File: config.mk
export PLATFORM = sky130hd
export DESIGN_NAME = ils_stacker
export DESIGN_NICKNAME = d
export VERILOG_FILES = /design/src/rtl/ils_pkg.sv /design/src/rtl/ils_shadow.sv /design/src/rtl/ils_ctrl.sv /design/src/rtl/ils_stacker.sv
export SDC_FILE = /design/constraint.sdc
export NUM_CORES = 1
export LEC_CHECK = 0
export BUFFER_PORTS_ARGS = -buffer_cell sky130_fd_sc_hd__buf_4
export CORE_ASPECT_RATIO = 0.75
export CORE_MARGIN = 10
export CORE_UTILIZATION = 50
export CTS_CLUSTER_DIAMETER = 150
export DETAILED_ROUTE_END_ITERATION = 10
export PLACE_DENSITY = 0.76
export SLEW_MARGIN = 25
export SYNTH_ARGS = -nofsm -noshare
export SYNTH_HDL_FRONTEND = slang
export SYNTH_SLANG_ARGS = --single-unit
File: constraint.sdc
create_clock -name clk -period 3.8 [get_ports clk]
set_clock_uncertainty 0.05 [all_clocks]
set_input_delay 0.38 -clock clk [delete_from_list [all_inputs] [get_ports clk]]
set_output_delay 0.38 -clock clk [all_outputs]
set_load 0.02 [all_outputs]
File: src/rtl/ils_pkg.sv
package ils_pkg;
  localparam int DW = 32;
  localparam int SELW = 4;
  localparam int NCHAIN = 4;
  // bit positions inside the status word
  localparam int B_GIE = 0;
  localparam int B_LVL_LO = 1;
  localparam int B_IT = 6;
  localparam int B_DT = 7;
  localparam int B_SS = 11;
  // debugger selects
  localparam logic [SELW-1:0] S_STAT  = 4'd0;
  localparam logic [SELW-1:0] S_SST   = 4'd1;
  localparam logic [SELW-1:0] S_PSST  = 4'd2;
  localparam logic [SELW-1:0] S_SPC   = 4'd3;
  localparam logic [SELW-1:0] S_PSPC  = 4'd4;
  localparam logic [SELW-1:0] S_OVPC  = 4'd5;
  localparam logic [SELW-1:0] S_EVA   = 4'd6;
  localparam logic [SELW-1:0] S_PEVA  = 4'd7;
  localparam logic [SELW-1:0] S_TYP   = 4'd8;
  localparam logic [SELW-1:0] S_PTYP  = 4'd9;
  localparam logic [SELW-1:0] S_PG26  = 4'd10;
  localparam logic [SELW-1:0] S_PG27  = 4'd11;

  function automatic logic [DW-1:0] set_level(input logic [DW-1:0] w, input logic [1:0] l);
    logic [DW-1:0] r;
    r = w;
    r[B_LVL_LO +: 2] = l;
    return r;
  endfunction
endpackage

File: src/rtl/ils_shadow.sv
module ils_shadow #(
  parameter int W = 32
) (
  input  logic         clk,
  input  logic         rst_n,
  input  logic         push,
  input  logic         deep,
  input  logic         pop,
  input  logic [W-1:0] din,
  input  logic         wr_top,
  input  logic         wr_prev,
  input  logic [W-1:0] wdata,
  output logic [W-1:0] top,
  output logic [W-1:0] prev
);
  always_ff @(posedge clk or negedge rst_n) begin
    if (!rst_n) begin
      top  <= '0;
      prev <= '0;
    end else if (push) begin
      top <= din;
      if (deep) prev <= top;
    end else if (pop) begin
      top <= prev;
    end else begin
      if (wr_top)  top  <= wdata;
      if (wr_prev) prev <= wdata;
    end
  end
endmodule

File: src/rtl/ils_ctrl.sv
module ils_ctrl
  import ils_pkg::*;
#(
  parameter int MAX_LEVEL = 3
) (
  input  logic          irq,
  input  logic          ret,
  input  logic [DW-1:0] status,
  input  logic [DW-1:0] sst,
  output logic          push,
  output logic          deep,
  output logic          pop,
  output logic          ovf,
  output logic          dbg_ok,
  output logic [DW-1:0] status_nxt
);
  localparam logic [1:0] MAXL = 2'(MAX_LEVEL);
  logic [1:0] lvl;
  logic [DW-1:0] cleared;

  always_comb begin
    lvl  = status[B_LVL_LO +: 2];
    push = irq && (lvl < MAXL);
    ovf  = irq && (lvl >= MAXL);
    deep = lvl != 2'd0;
    pop  = !irq && ret && (lvl != 2'd0);
    dbg_ok = !irq && !ret;
    cleared = status;
    cleared[B_GIE] = 1'b0;
    cleared[B_IT]  = 1'b0;
    cleared[B_DT]  = 1'b0;
    cleared[B_SS]  = 1'b0;
    if (push)     status_nxt = set_level(cleared, lvl + 2'd1);
    else if (pop) status_nxt = set_level(sst, lvl - 2'd1);
    else          status_nxt = status;
  end
endmodule

File: src/rtl/ils_stacker.sv
module ils_stacker
  import ils_pkg::*;
#(
  parameter int MAX_LEVEL = 3
) (
  input  logic            clk,
  input  logic            rst_n,
  input  logic            irq_i,
  input  logic [3:0]      irq_type_i,
  input  logic [DW-1:0]   irq_addr_i,
  input  logic [DW-1:0]   pc_i,
  input  logic [DW-1:0]   gpr26_i,
  input  logic [DW-1:0]   gpr27_i,
  input  logic            ret_i,
  input  logic            dbg_we_i,
  input  logic [SELW-1:0] dbg_sel_i,
  input  logic [DW-1:0]   dbg_wdata_i,
  output logic [DW-1:0]   dbg_rdata_o,
  output logic [DW-1:0]   status_o,
  output logic [DW-1:0]   ret_pc_o,
  output logic [3:0]      dbg_reason_o
);
  // chain order: 0 status, 1 pc, 2 exception address, 3 type
  localparam logic [SELW-1:0] TOP_SEL  [NCHAIN] = '{S_SST, S_SPC, S_EVA, S_TYP};
  localparam logic [SELW-1:0] PREV_SEL [NCHAIN] = '{S_PSST, S_PSPC, S_PEVA, S_PTYP};

  logic [DW-1:0] status_q, ovpc_q, pg26_q, pg27_q, status_nxt;
  logic [DW-1:0] c_din [NCHAIN];
  logic [DW-1:0] c_top [NCHAIN];
  logic [DW-1:0] c_prev[NCHAIN];
  logic push, deep, pop, ovf, dbg_ok, wr;

  ils_ctrl #(.MAX_LEVEL(MAX_LEVEL)) u_ctrl (
    .irq(irq_i), .ret(ret_i), .status(status_q), .sst(c_top[0]),
    .push(push), .deep(deep), .pop(pop), .ovf(ovf), .dbg_ok(dbg_ok),
    .status_nxt(status_nxt)
  );

  assign wr = dbg_we_i && dbg_ok;
  assign c_din[0] = status_q;
  assign c_din[1] = pc_i;
  assign c_din[2] = irq_addr_i;
  assign c_din[3] = {{(DW-4){1'b0}}, irq_type_i};

  for (genvar i = 0; i < NCHAIN; i++) begin : g_chain
    ils_shadow #(.W(DW)) u_sh (
      .clk(clk), .rst_n(rst_n), .push(push), .deep(deep), .pop(pop),
      .din(c_din[i]),
      .wr_top(wr && (dbg_sel_i == TOP_SEL[i])),
      .wr_prev(wr && (dbg_sel_i == PREV_SEL[i])),
      .wdata(dbg_wdata_i), .top(c_top[i]), .prev(c_prev[i])
    );
  end

  always_ff @(posedge clk or negedge rst_n) begin
    if (!rst_n) begin
      status_q <= '0;
      ovpc_q   <= '0;
      pg26_q   <= '0;
      pg27_q   <= '0;
    end else begin
      if (push || pop) status_q <= status_nxt;
      else if (wr && dbg_sel_i == S_STAT) status_q <= dbg_wdata_i;
      if (ovf) ovpc_q <= pc_i;
      else if (wr && dbg_sel_i == S_OVPC) ovpc_q <= dbg_wdata_i;
      if (push && deep) begin
        pg26_q <= gpr26_i;
        pg27_q <= gpr27_i;
      end else begin
        if (wr && dbg_sel_i == S_PG26) pg26_q <= dbg_wdata_i;
        if (wr && dbg_sel_i == S_PG27) pg27_q <= dbg_wdata_i;
      end
    end
  end

  always_comb begin
    case (dbg_sel_i)
      S_STAT:  dbg_rdata_o = status_q;
      S_SST:   dbg_rdata_o = c_top[0];
      S_PSST:  dbg_rdata_o = c_prev[0];
      S_SPC:   dbg_rdata_o = c_top[1];
      S_PSPC:  dbg_rdata_o = c_prev[1];
      S_OVPC:  dbg_rdata_o = ovpc_q;
      S_EVA:   dbg_rdata_o = c_top[2];
      S_PEVA:  dbg_rdata_o = c_prev[2];
      S_TYP:   dbg_rdata_o = c_top[3];
      S_PTYP:  dbg_rdata_o = c_prev[3];
      S_PG26:  dbg_rdata_o = pg26_q;
      S_PG27:  dbg_rdata_o = pg27_q;
      default: dbg_rdata_o = '0;
    endcase
  end

  assign status_o     = status_q;
  assign ret_pc_o     = c_top[1];
  assign dbg_reason_o = c_top[3][3:0];
endmodule

==> out/qor.tcl, run 1 <==
set qor(cts_num_sinks) 384
set qor(synthSimpleGateAreaFrac) 0.130
set qor(initialDrtViolationCount) 2668
set qor(synthToLayoutAreaGrowth_pct) 17.9
set qor(synthCells) 2225
set qor(power_per_standard_cell_area_nw_per_um2) 820
set qor(syn-mean-instance-area_um2) 9.26
set qor(initial_utilization) 0.506
set qor(antenna_found_initial) 2
set qor(ys_top_cells_by_area) {sky130_fd_sc_hd__dfrtp_1 47%, sky130_fd_sc_hd__a21oi_1 6.4%, sky130_fd_sc_hd__nand2_1 5.7%, sky130_fd_sc_hd__mux2i_1 4.7%, sky130_fd_sc_hd__a221oi_1 4.0%}
set qor(synth.ff_latch_count) 384
set qor(critPathCaptureType) {flip-flop}
set qor(power.leakage_uw) 0.0110
set qor(cap_viol_max_count) 0
set qor(max_freq_ghz) 0.343
set qor(core_area_um2) 40800
set qor(worst_ep_arrival_time_ps) 3290
set qor(pre_cts_slack_ps) 853
set qor(irDropWorstVdd_mv) 0.434
set qor(synth_compound_area_frac) 0.292
set qor(layout.area.seq_um2) 9610
set qor(setup_viol) 0
set qor(ys_seq_area_frac) 0.466
set qor(post-dp-hpwl_um) 47700
set qor(synth_top_family_by_area) {compound AO/OA/AOI/OAI gates}
set qor(synth_nets) 2398
set qor(power_uw) 19900
set qor(place.port_buffers) 272
set qor(clock_latency_on_the_worst_skew_pair_ps) 550
set qor(layout_common_cells) {384 x sky130_fd_sc_hd__dfrtp_1, 311 x sky130_fd_sc_hd__buf_4, 306 x sky130_fd_sc_hd__nand2_1, 262 x sky130_fd_sc_hd__a21oi_1, 203 x sky130_fd_sc_hd__nor2_1}
set qor(gp_congestion) 0.885
set qor(tritoncts) {built}
set qor(grt.total_usage) 0.292
set qor(fin_setup_tns_ps) 0
set qor(chipHeight_um) 196
set qor(synth_enable_flop_cells) 0
set qor(grt_pass1_wl_um) 114000
set qor(post-route-drc-count) 0
set qor(synth_largest_area_cell) {sky130_fd_sc_hd__dfrtp_1}
set qor(proportion_of_layout_cells_with_a_drive_suffix_above_1) 0.215
set qor(floorplan.rows) 64
set qor(antenna_violating_nets_post_route) 0
set qor(routed-via-count) 19475
set qor(clock_tree.buffer_depth) 3
set qor(final.period_utilization) 0.767
set qor(worst_slew_margin_rel) 0.322
set qor(mux_cell_area_share_after_synthesis) 0.0484
set qor(postSynth.topFlopCell) {sky130_fd_sc_hd__dfrtp_1}
set qor(area_of_the_multi_input_gates_um2) 9900
set qor(synthesis.area_um2) 20600
set qor(layout_min_cycle_time_ps) 2920
set qor(clkTransAtPathRegs_ps) 60
set qor(post_synth_xor_area_fraction) 0.000425
set qor(synth_top_area_frac) 0.466
set qor(setup.worst_path.class) {flip-flop to flip-flop}
set qor(fillCellCount) 3340
set qor(floorplan.die_area_um2) 49800
set qor(worst_pin_slew_ps) 1010
set qor(synth_warnings) 0
set qor(worstHoldPathType) {input pin to flip-flop}
set qor(grt_pass1_vias) 19051
set qor(ctsHoldBuffers) 1
set qor(synthArstFlopShare) 1.00
set qor(detail_route.first_pass.iterations) 6
set qor(slew_viol_final) 0
set qor(detail_route.wirelength_um) 75200
set qor(largest_net_degree_at_the_start_of_global_routing) 116
set qor(place_inst) 2840
set qor(rsz0062_at_grt) {false}
set qor(nets) 2531
set qor(final-hold-violation-count) 0
set qor(htree_levels) 2
set qor(yosys_cell_types) 49
set qor(outcome) {finished, final reports clean}
set qor(leading_cell_type_in_the_layout_fill_and_taps_excluded) {sky130_fd_sc_hd__dfrtp_1}
set qor(cts_resized) 0
set qor(cts_root_buf) {sky130_fd_sc_hd__clkbuf_16}
set qor(finalNonFillerCells) 2918
set qor(critical_path_required_ps) 4180
set qor(critical_path.startpoint_type) {flip-flop}
set qor(critical_path_peak_fanout) 21
set qor(wl_per_cell_um) 25.8
set qor(yosys.area_share.adder) 0
set qor(cts_setup_buffers) 0
set qor(io_pins) 273
set qor(routed_via_density) 6.67
set qor(final_critical_path_setup_slack_ps) 885
set qor(grt_overflow) 0
set qor(chipWidth_um) 254
set qor(cts-buffers-inserted) 41
[final cells by class]
type / count / area share
clock inverters: 16 / 0.0112
inverters: 2 / 0.000309
well taps: 528 / 0.0272
clock buffers: 58 / 0.0494
repair buffers: 327 / 0.109
diodes: 1 / 0.000103
flip-flops and latches: 384 / 0.396
multi-input cells: 1602 / 0.408
[power by group]
group | leakage, uW | internal, uW | switching, uW
Combinational | 0.00570 | 2840 | 4660
Sequential | 0.00463 | 6050 | 1960
Clock | 0.000720 | 2680 | 1740
[kinds of logic after synthesis]
logic type / after synthesis
xor gates and xnor gates: 1
AOI/OAI and AO/OA: 873
and+or+nand+nor: 629
DFF: 384
buffers and inverters: 239
muxes: 99
[critical path, cell delays in order, from the launching register on]
cell                       delay (ps)
sky130_fd_sc_hd__dfrtp_1          780
sky130_fd_sc_hd__or2_1            350
sky130_fd_sc_hd__nand2_2          510
sky130_fd_sc_hd__buf_4            430
sky130_fd_sc_hd__and2_1           260
sky130_fd_sc_hd__a211oi_1         290
sky130_fd_sc_hd__o31ai_1          120
[synth_stat cells (3+ instances only)]
cell and count:
sky130_fd_sc_hd__nand2_1 311, sky130_fd_sc_hd__buf_6 15, sky130_fd_sc_hd__mux2i_1 97, sky130_fd_sc_hd__buf_4 52, sky130_fd_sc_hd__and2_1 23, sky130_fd_sc_hd__nand3_1 32, sky130_fd_sc_hd__o21ai_2 86, sky130_fd_sc_hd__a21oi_2 4
sky130_fd_sc_hd__a221oi_1 95, sky130_fd_sc_hd__a211oi_1 66, sky130_fd_sc_hd__a31oi_1 37, sky130_fd_sc_hd__a311oi_1 10, sky130_fd_sc_hd__o21ai_1 44, sky130_fd_sc_hd__buf_1 8, sky130_fd_sc_hd__dfrtp_1 384, sky130_fd_sc_hd__o21ai_0 41
sky130_fd_sc_hd__o31ai_1 89, sky130_fd_sc_hd__or2_1 5, sky130_fd_sc_hd__clkbuf_1 97, sky130_fd_sc_hd__nor2_1 205, sky130_fd_sc_hd__a22o_1 95, sky130_fd_sc_hd__nor4b_2 3, sky130_fd_sc_hd__a21o_1 12, sky130_fd_sc_hd__nor2b_1 35
sky130_fd_sc_hd__a22oi_1 24, sky130_fd_sc_hd__a21oi_1 262, sky130_fd_sc_hd__buf_2 65
[per-stage QoR]
stage                      util  hold slack (ps)  instance area, um^2
after floorplan               -             34.4                20600
after global placement    0.558              373                22700
after detailed placement  0.559              365                22800
after CTS                 0.595             10.7                24200
after global routing      0.596             29.6                24300
final                     0.596             20.0                24300
[registers in the layout (all words and copies together), names as in the netlist]
| register | cells |
|---|---|
| g_chain.u_sh.prev | 128 |
| g_chain.u_sh.top | 128 |
| ovpc_q | 32 |
| pg26_q | 32 |
| pg27_q | 32 |
| status_o | 32 |
[worst paths after layout]
check                       startpoint  cells after the start  slack (ps)                  endpoint
setup / recovery           status_o[1]                      6         880   g_chain[1].u_sh.top[11]
hold / removal             gpr26_i[13]                      3          20                pg26_q[13]
setup reg to reg           status_o[1]                      6         880   g_chain[1].u_sh.top[11]
hold reg to reg             ovpc_q[31]                      2         440                ovpc_q[31]
max in group asynchronous        rst_n                      3        2170   g_chain[3].u_sh.top[15]
min in group asynchronous        rst_n                      2         440  g_chain[2].u_sh.prev[21]
[per-layer routing]
metal,GRT usage,up-vias,wire length (um),part of all wire
met5,0,-,13,0.00017
met4,0.113,2,2910,0.039
met3,0.0823,250,9480,0.13
met2,0.440,1354,33200,0.44
met1,0.391,9447,29600,0.39
li1,-,8422,-,-
Note: power is estimated with default switching activity, not from simulation.
==> run 2: changes to the inputs <==
==> constraint.sdc (replaced) <==
create_clock -name clk -period 3 [get_ports clk]
set_clock_uncertainty 0.05 [all_clocks]
set_input_delay 0.3 -clock clk [delete_from_list [all_inputs] [get_ports clk]]
set_output_delay 0.3 -clock clk [all_outputs]
set_load 0.02 [all_outputs]
==> run 2 against run 1 <==
Setup slack lost 600 ps. Final area up 3.7%. Sequential power up 26%. Largest cell class unchanged. Wire length is 1.7% higher. Flip-flop and latch count did not move. Count of clock-buffer cells in the layout fell by 4. Clock power increased by 14%. Non-clock buffer count is 104 higher.
==> out/qor.tcl, run 2 (synthesized netlist as in run 1, its figures left out) <==
set qor(rsz0062_at_grt) {false}
set qor(core_area_um2) 40800
set qor(grt_pass1_vias) 19945
set qor(layout_min_cycle_time_ps) 2720
set qor(worst_pin_slew_ps) 907
set qor(routed_via_density) 6.60
set qor(setup.worst_path.class) {input pin to primary output}
set qor(irDropWorstVdd_mv) 0.492
set qor(initial_utilization) 0.506
set qor(synthToLayoutAreaGrowth_pct) 22.3
set qor(initialDrtViolationCount) 2730
set qor(post-route-drc-count) 0
set qor(fillCellCount) 3274
set qor(clock_tree.buffer_depth) 3
set qor(chipHeight_um) 196
set qor(gp_congestion) 0.941
set qor(post_route_hold_slack_ps) 0.825
set qor(cts_root_buf) {sky130_fd_sc_hd__clkbuf_16}
set qor(routed-via-count) 19932
set qor(grt_overflow) 0
set qor(setup_viol) 0
set qor(crit-reg2reg-launch) {status_o[1]}
set qor(final.period_utilization) 0.905
set qor(detail_route.first_pass.iterations) 6
set qor(worstHoldPathType) {input pin to flip-flop}
set qor(critical_path.startpoint_type) {input pin}
set qor(cap_viol_max_count) 0
set qor(power_per_standard_cell_area_nw_per_um2) 992
set qor(cts-buffers-inserted) 40
set qor(grt.total_usage) 0.299
set qor(worst_slew_margin_rel) 0.393
set qor(post-dp-hpwl_um) 50500
set qor(antenna_found_initial) 1
set qor(hold_start) {gpr27_i[1]}
set qor(final-hold-violation-count) 0
set qor(io_pins) 273
set qor(detail_route.wirelength_um) 76500
set qor(critical_path_required_ps) 2650
set qor(leading_cell_type_in_the_layout_fill_and_taps_excluded) {sky130_fd_sc_hd__dfrtp_1}
set qor(clkTransAtPathRegs_ps) 60
set qor(clock_latency_on_the_worst_skew_pair_ps) 560
set qor(nets) 2634
set qor(worst_ep_arrival_time_ps) 2370
set qor(place.port_buffers) 272
set qor(floorplan.rows) 64
set qor(critical_path_peak_fanout) 12
set qor(power.leakage_uw) 0.0115
set qor(htree_levels) 2
set qor(cts_setup_buffers) 0
set qor(power_uw) 25000
set qor(proportion_of_layout_cells_with_a_drive_suffix_above_1) 0.218
set qor(layout_common_cells) {384 x sky130_fd_sc_hd__dfrtp_1, 333 x sky130_fd_sc_hd__buf_4, 306 x sky130_fd_sc_hd__nand2_1, 262 x sky130_fd_sc_hd__a21oi_1, 203 x sky130_fd_sc_hd__nor2_1}
set qor(critPathCaptureType) {primary output}
set qor(outcome) {finished, final reports clean}
set qor(slew_viol_final) 0
set qor(grt_pass1_wl_um) 118000
set qor(antenna_violating_nets_post_route) 0
set qor(largest_net_degree_at_the_start_of_global_routing) 125
set qor(wl_per_cell_um) 25.3
set qor(crit_start) {dbg_sel_i[3]}
set qor(floorplan.die_area_um2) 49800
set qor(layout_top_registers) {g_chain.u_sh.prev: 128 flops, g_chain.u_sh.top: 128 flops}
set qor(cts_num_sinks) 384
set qor(chipWidth_um) 254
set qor(max_freq_ghz) 0.368
set qor(fin_setup_tns_ps) 0
set qor(tritoncts) {built}
## run 2: path summary, 6_finish.rpt
path	endpoint	slack (ps)	depth (start not counted)
setup / recovery	dbg_rdata_o[31]	280	7
hold / removal	pg27_q[1]	0.8	3
setup reg to reg	g_chain[3].u_sh.prev[14]	620	7
hold reg to reg	ovpc_q[6]	430	2
max in group asynchronous	pg27_q[9]	1670	3
min in group asynchronous	ovpc_q[23]	270	2
## run 2: routing by layer
| layer | up-vias | global-route usage | routed length, um |
|---|---|---|---|
| met2 | 1419 | 0.458 | 33500 |
| met4 | 0 | 0.0971 | 2900 |
| met5 | - | 0 | 0 |
| met1 | 9657 | 0.399 | 29800 |
| met3 | 237 | 0.0905 | 10300 |
| li1 | 8619 | - | - |
## run 2: final cells by class
| cell class | instances | area [um^2] | area share |
|---|---|---|---|
| multi-input cells | 1602 | 9900 | 0.393 |
| diodes | 1 | 2.50 | 0.0000993 |
| repair buffers | 431 | 3730 | 0.148 |
| inverters | 2 | 7.51 | 0.000298 |
| flip-flops and latches | 384 | 9610 | 0.381 |
| well taps | 528 | 661 | 0.0262 |
| clock buffers | 54 | 1130 | 0.0450 |
| clock inverters | 18 | 158 | 0.00626 |
## run 2: through the flow
stage	instance area, um^2	std cells	util	setup WS [ps]
floorplan	20600	2225	-	913
global placement	23100	2869	0.566	411
detailed placement	23100	2872	0.568	364
CTS	25200	3018	0.617	371
global route	25200	3020	0.618	279
finish	25200	3020	0.618	284
## run 2: worst max-delay path: stages
cell                       delay [ps]
sky130_fd_sc_hd__buf_4            240
sky130_fd_sc_hd__nor4b_4          790
sky130_fd_sc_hd__buf_4            370
sky130_fd_sc_hd__a22o_1           170
sky130_fd_sc_hd__a221oi_1          50
sky130_fd_sc_hd__nand3_1          240
sky130_fd_sc_hd__buf_4            190
## run 2: what timing repair did
item	in CTS	in global routing
hold buffers	74	0
endpoints found under the hold margin	147	0
gates resized for setup	0	0
## run 2: power breakdown
| part | leakage [uW] | total, uW | switching [uW] | internal [uW] |
|---|---|---|---|---|
| Sequential | 0.00463 | 10100 | 2400 | 7670 |
| Clock | 0.000648 | 5030 | 2200 | 2830 |
| Combinational | 0.00621 | 9900 | 6060 | 3840 |
| Total | 0.0115 | 25000 | 10700 | 14300 |
